==> src/rtl/btt_pkg.sv <==
package btt_pkg;

  typedef enum logic [1:0] {
    PH_NONE       = 2'd0,
    PH_AWAIT_DATA = 2'd1,
    PH_AWAIT_HS   = 2'd2,
    PH_OTHER      = 2'd3
  } phase_e;

  // True when the phase just ended must be answered by another packet.
  function automatic logic phase_arms(input logic [1:0] code);
    phase_e p;
    p = phase_e'(code);
    return (p == PH_AWAIT_DATA) || (p == PH_AWAIT_HS);
  endfunction

  // Line activity that ends a turnaround gap.
  function automatic logic line_active(input logic idle, input logic sop,
                                       input logic use_sop);
    return !idle || (use_sop && sop);
  endfunction

endpackage

==> src/rtl/btt_arm_ctrl.sv <==
module btt_arm_ctrl
  import btt_pkg::*;
(
  input  logic       clk,
  input  logic       rst_n,
  input  logic       eop_evt,
  input  logic [1:0] phase,
  input  logic       activity,
  input  logic       expire,
  output logic       armed,
  output logic       arm_evt
);

  logic armed_d;

  assign arm_evt = eop_evt && phase_arms(phase);

  always_comb begin
    armed_d = armed;
    if (eop_evt)                       armed_d = arm_evt;
    else if (armed && (activity || expire)) armed_d = 1'b0;
  end

  always_ff @(posedge clk or negedge rst_n) begin
    if (!rst_n) armed <= 1'b0;
    else        armed <= armed_d;
  end

endmodule

==> src/rtl/btt_tick_counter.sv <==
module btt_tick_counter #(
  parameter int LIMIT_BITS = 16,
  parameter int CNT_W      = $clog2(LIMIT_BITS + 1)
) (
  input  logic             clk,
  input  logic             rst_n,
  input  logic             clear,
  input  logic             advance,
  output logic [CNT_W-1:0] count,
  output logic             at_limit
);

  localparam logic [CNT_W-1:0] LIMIT_CNT = CNT_W'(LIMIT_BITS);

  assign at_limit = (count == LIMIT_CNT);

  always_ff @(posedge clk or negedge rst_n) begin
    if (!rst_n)       count <= '0;
    else if (clear)   count <= '0;
    else if (advance) count <= count + 1'b1;
  end

endmodule

==> src/rtl/btt_timeout_flag.sv <==
module btt_timeout_flag (
  input  logic clk,
  input  logic rst_n,
  input  logic expire,
  output logic pulse
);

  always_ff @(posedge clk or negedge rst_n) begin
    if (!rst_n) pulse <= 1'b0;
    else        pulse <= expire;
  end

endmodule

==> src/rtl/bus_turnaround_timer.sv <==
module bus_turnaround_timer
  import btt_pkg::*;
#(
  parameter int LIMIT_BITS = 16,
  parameter bit SOP_ENDS   = 1'b1,
  parameter int CNT_W      = $clog2(LIMIT_BITS + 1)
) (
  input  logic       clk,
  input  logic       rst_n,
  input  logic       bit_tick,
  input  logic       eop_evt,
  input  logic       line_idle,
  input  logic       sop_det,
  input  logic [1:0] phase,
  output logic       timeout_o
);

  // Named internal events, visible to the bound checker.
  logic             armed;
  logic             arm_evt;
  logic             activity;
  logic             counted_tick;
  logic             expire;
  logic             at_limit;
  logic             cnt_clear;
  logic [CNT_W-1:0] count;

  generate
    if (SOP_ENDS) begin : g_act_sop
      assign activity = line_active(line_idle, sop_det, 1'b1);
    end else begin : g_act_line
      assign activity = line_active(line_idle, sop_det, 1'b0);
    end
  endgenerate

  assign counted_tick = armed && !eop_evt && !activity && bit_tick;
  assign expire       = counted_tick && at_limit;
  assign cnt_clear    = eop_evt || !armed || activity || expire;

  btt_arm_ctrl u_arm (
    .clk      (clk),
    .rst_n    (rst_n),
    .eop_evt  (eop_evt),
    .phase    (phase),
    .activity (activity),
    .expire   (expire),
    .armed    (armed),
    .arm_evt  (arm_evt)
  );

  btt_tick_counter #(.LIMIT_BITS(LIMIT_BITS), .CNT_W(CNT_W)) u_cnt (
    .clk      (clk),
    .rst_n    (rst_n),
    .clear    (cnt_clear),
    .advance  (counted_tick),
    .count    (count),
    .at_limit (at_limit)
  );

  btt_timeout_flag u_flag (
    .clk    (clk),
    .rst_n  (rst_n),
    .expire (expire),
    .pulse  (timeout_o)
  );

endmodule

==> config.mk <==
export PLATFORM = sky130hd
export DESIGN_NAME = bus_turnaround_timer
export DESIGN_NICKNAME = d
export VERILOG_FILES = /design/src/rtl/btt_pkg.sv /design/src/rtl/btt_arm_ctrl.sv /design/src/rtl/btt_tick_counter.sv /design/src/rtl/btt_timeout_flag.sv /design/src/rtl/bus_turnaround_timer.sv
export SDC_FILE = /design/constraint.sdc
export NUM_CORES = 1
export LEC_CHECK = 0
export ABC_AREA = 1
export BUFFER_PORTS_ARGS = -buffer_cell sky130_fd_sc_hd__buf_2
export CORE_AREA = 2 2 39 41
export CTS_CLUSTER_SIZE = 20
export DETAILED_ROUTE_END_ITERATION = 10
export DIE_AREA = 0 0 41 43
export GPL_ROUTABILITY_DRIVEN = 0
export PLACE_DENSITY = 0.49
export SKIP_LAST_GASP = 1
export SLEW_MARGIN = 10
export SYNTH_ARGS = -nofsm -noshare
export SYNTH_HDL_FRONTEND = slang
export SYNTH_SLANG_ARGS = --single-unit
==> constraint.sdc <==
create_clock -name clk -period 1.6 [get_ports clk]
set_input_delay 0 -clock clk [delete_from_list [all_inputs] [get_ports clk]]
set_output_delay 0 -clock clk [all_outputs]
set_load 0.005 [all_outputs]
# After elaboration in Yosys (flattened, before gate mapping)
# Index checks and enable logic that the tools add are counted.
# totals
ff_bits,7
inputBits,8
word_cells,29
# classes
n_addsub,1
n_eq_ne,3
mux,4
reduce_logical,18
# ops
op,n
$mux 5,2
$logic_and 1x1->1,6
$logic_or 1x1->1,6
$add 5x1->5 const B,1
$eq 5x5->1 const B,1
$logic_not 1->1,4
$reduce_bool 2->1,2
$eq 2x1->1 const B,1
$eq 2x2->1 const B,1
$mux 1,2

# Depth between registers and ports, before layout
# logic_depth
word_depth,10
depth_mapped,7
depth_no_buf,7

# Cells and area by module
# Synthesis repeated with hierarchy kept, for this count alone.
# hier_totals
cells_unflattened,61
hier_area_um2,467.9
# modules_own_cells
module,instances,cells_each,area_each_um2,seq_area_each_um2
btt_tick_counter,1,37,310.3,125.1
btt_arm_ctrl,1,11,70.1,25.0
bus_turnaround_timer,1,12,62.6,0.0
btt_timeout_flag,1,1,25.0,25.0

# Worst setup path before layout
# OpenSTA, ideal clock, no wires.
# synth_timing
kind,flip-flop to flip-flop
from,reg u_cnt.count[0]
to,reg u_arm.armed
arrival_ns,0.951
required_ns,1.477
path_slack_ns,0.526
path_stages_with_launch,6
n_path_buf,0
period_less_slack_ns,1.074
cell_sequence,dfrtp_1 -> inv_1 -> ha_1 -> nand3_2 -> o21ai_2 -> nand2_1
# synth_between
elab_chain_len,5
# synth_rtl
item,line_no,text
start: declaration,btt_tick_counter.sv:9,"output logic [CNT_W-1:0] count,"
start signal: assignment,btt_tick_counter.sv:20,else if (advance) count <= count + 1'b1;
$eq 5x5->1,btt_tick_counter.sv:15,assign at_limit = (count == LIMIT_CNT);
$logic_and 1x1->1,bus_turnaround_timer.sv:37,assign expire = counted_tick && at_limit;
$logic_or 1x1->1,btt_arm_ctrl.sv:21,else if (armed && (activity || expire)) armed_d = 1'b0;
$logic_and 1x1->1,btt_arm_ctrl.sv:21,
$reduce_bool 2->1 (no line),--,
end signal: assignment,btt_arm_ctrl.sv:26,else armed <= armed_d;
end: declaration,btt_arm_ctrl.sv:10,"output logic armed,"
# No other way between the ends.
# A chain may end at the register's enable or synchronous reset.

# Final worst setup path
# Same ends and word-level chain as after synthesis.

==> impl_results.md <==
* Drt pass-1 iters at 4
* Worst reg2reg path depth at 5
* DR vias at roughly 370
* Total grt overflow at 0
* Synth Area in Adders at 6.15%
* Layout Nets at 77
* Register bit total from synthesis at 7
* # DRC at 0
* Netlist cell types at 15
* Crit path to: u_arm.armed$_DFFE_PN0P_
* Antenna cell count at 0
* Peak VDD IR at 0.301 mV
* Largest family of logic cells by synthesized area: simple AND/OR/NAND/NOR gates
* Antenna viol nets, final at 0
* # clock sinks at 7
* Final setup TNS at 0 ns
* Final min period at 1.17 ns
* Status: completed
* Xor/xnor share of the synthesized area at 2.15%
* Die X at approximately 40 µm
* CTS tree: yes
* CTS Hold Bufs at 2
* Placed inst area at 467 µm²
* Die area at 1760 µm²
* Simple-gate share of the synthesized area at 36.6%
* Clk_lat worst skew at 0.25 ns
* Worst setup startpoint: u_cnt.count[0]$_DFFE_PN0P_
* Pin count of the biggest net entering global routing at 8
* Initial Util at 29.4%
* Seq/Total Area, Yosys at 43.1%
* H-tree Lvls at 1
* WP data required at ~1.7 ns
* Ratio of cells with drive above 1 in the final layout at 25.8%
* Die Ht at 43 µm
* FF-to-FF Start: u_cnt.count[0]$_DFFE_PN0P_
* Gr usage total at 10.8%
* Worst Setup Start Kind: flop
* PwrDens at 715 nW/µm²
* Final setup violation count at 0
* Max_cap viols at 0
* Routed wire length at 734 µm
* Actual slew at the worst max-slew pin at 0.213 ns
* Max Slew Vio Count at 0
* Initial antenna violation count at 0
* Cell area after layout at 513 µm²
* Synthesis-to-layout area growth at 26.2%
* Synthesized cell area at 407 µm²
* Syn. warnings at 0
* Arrival time worst endpoint at between 1 and 1.5 ns
* RSZ-0062 raised after global routing: no
* Reg2reg setup slack at 0.43 ns
* IO buf count at 8
* Synthesized area per cell at approximately 7.8 µm²
* Relative slew slack at 85.8%
* Postcts setup bufs at 0
* Drt via density at around 4.5
* Syn Inst Count at between 50 and 60
* RR Endpoint: u_arm.armed$_DFFE_PN0P_
* DP Wirelength at 625 µm
* Clk slew on worst S/H paths at 0.05 ns
* Final Skew at 0.00232 ns
* Clock tree buffer depth at 2
* Post-synthesis compound-gate area fraction at 4.62%
* Root buffer cell: clkbuf_4
* I/O pins at 9
* Hold path startpoint: phase[0]
* Core area at 1380 µm²
* WL/cell at 8.95 µm
* Vias in the first global route at about 330
* Crit Path Max Fanout at 6
* Seq. cell area at 175 µm²
* Final worst-path cycle share at about 73%
* Num CTS Buffers at 3
* F_max at 857 MHz
* Area of the multi-input gates at about 200 µm²
* Hold Vio Cnt, Final at 0
* Leak at roughly 0.27 nW
* Fraction of synthesized area in multiplexers at 0%
* Fillers at 147
* Syn_nets at 62
* Crit Path Class: reg -> reg
* Initial DRC count at 16
* Crit. End Element: flop
* Core Rows at 14
* Hold WC Path Type: in -> reg
* Post-CTS sizing at 0
* Global-route wire length before repair at around 1.2 mm
layout make-up:
type	instances	area share, %
well taps	16	3.90
inverters	8	5.85
repair buffers	10	11.7
clock buffers	4	5.12
multi-input cells	37	39.3
flip-flops and latches	7	34.1
cell families (layout without fill, tap and decap cells):
group	count (synthesis)	in the layout
buffers and inverters	8	22
and+or+nand+nor	31	31
xor gates and xnor gates	1	1
adders and majority gates	2	2
DFF	7	7
AOI/OAI and AO/OA	3	3
cells in the final DEF (no fill, tap or decap), drive strengths merged:
cell type and count:
nand2 14, inv 8, buf 8, dfrtp 7
nand3 7, nor2 5, clkbuf 4, nand4 3
o21ai 3, ha 2, dlygate4sd3 2, nor3 1
or2 1, xor2 1
critical path, stage by stage (launching register included):
cell and delay (ns):
dfrtp_1 0.40, inv_1 0.10, ha_1 0.16, nand3_2 0.14
o21ai_2 0.18, nand2_1 0.07
per-stage QoR:
step / hold WS (ns) / worst slack, ns / utilization (%) / cells / total power [mW]
floorplan: -0.296 / 0.526 / - / 52 / 0.193
global placement: -0.156 / 0.478 / 33.7 / 76 / 0.208
detailed placement: -0.157 / 0.425 / 33.7 / 76 / 0.208
CTS: 0.0366 / 0.416 / 37.1 / 82 / 0.370
global route: 0.0519 / 0.343 / 37.1 / 82 / 0.381
finish: 0.0305 / 0.433 / 37.1 / 82 / 0.367
flip-flops by register name, summed over array words and instances (netlist names):
| signal | cells |
|---|---|
| u_cnt.count | 5 |
| u_arm.armed | 1 |
| u_flag.pulse | 1 |
synth_stat cells:
library cell	instances	area, µm²
inv_1	8	30.0
nand3_2	1	10.0
ha_1	2	25.0
nand2_1	13	48.8
o21ai_0	2	10.0
or2_2	1	6.26
o21ai_2	1	8.76
nand4_1	3	18.8
nand3_1	6	30.0
nor3_1	1	5.00
xor2_1	1	8.76
nor2_1	3	11.3
nand2_2	1	6.26
nor2_2	2	12.5
dfrtp_1	7	175
per-layer routing:
metal | global-route usage (%) | up-vias | share of wire (%)
li1 | - | 196 | -
met1 | 12.9 | 154 | 45
met3 | 3.14 | 5 | 4.8
met5 | 0 | - | 0
met4 | 8.00 | 0 | 4.2
met2 | 15.6 | 10 | 46
worst min-delay path by stage:
stage / end / slack, ns / depth (start not counted)
2_1_floorplan: u_arm.armed$_DFFE_PN0P_ / -0.30 / 0
3_3_place_gp: u_cnt.count[4]$_DFFE_PN0P_ / -0.16 / 1
3_5_place_dp: u_cnt.count[0]$_DFFE_PN0P_ / -0.16 / 1
4_1_cts: u_cnt.count[2]$_DFFE_PN0P_ / 0.04 / 3
5_1_grt: u_cnt.count[2]$_DFFE_PN0P_ / 0.05 / 3
6_report: u_arm.armed$_DFFE_PN0P_ / 0.03 / 4
report_power, final:
| group | leakage, nW | internal (mW) | switching (mW) | total (mW) |
|---|---|---|---|---|
| Clock | 0.0150 | 0.0950 | 0.0633 | 0.158 |
| Combinational | 0.163 | 0.0134 | 0.0144 | 0.0278 |
| Sequential | 0.0964 | 0.180 | 0.000889 | 0.181 |
(Power assumes the default switching activity.)
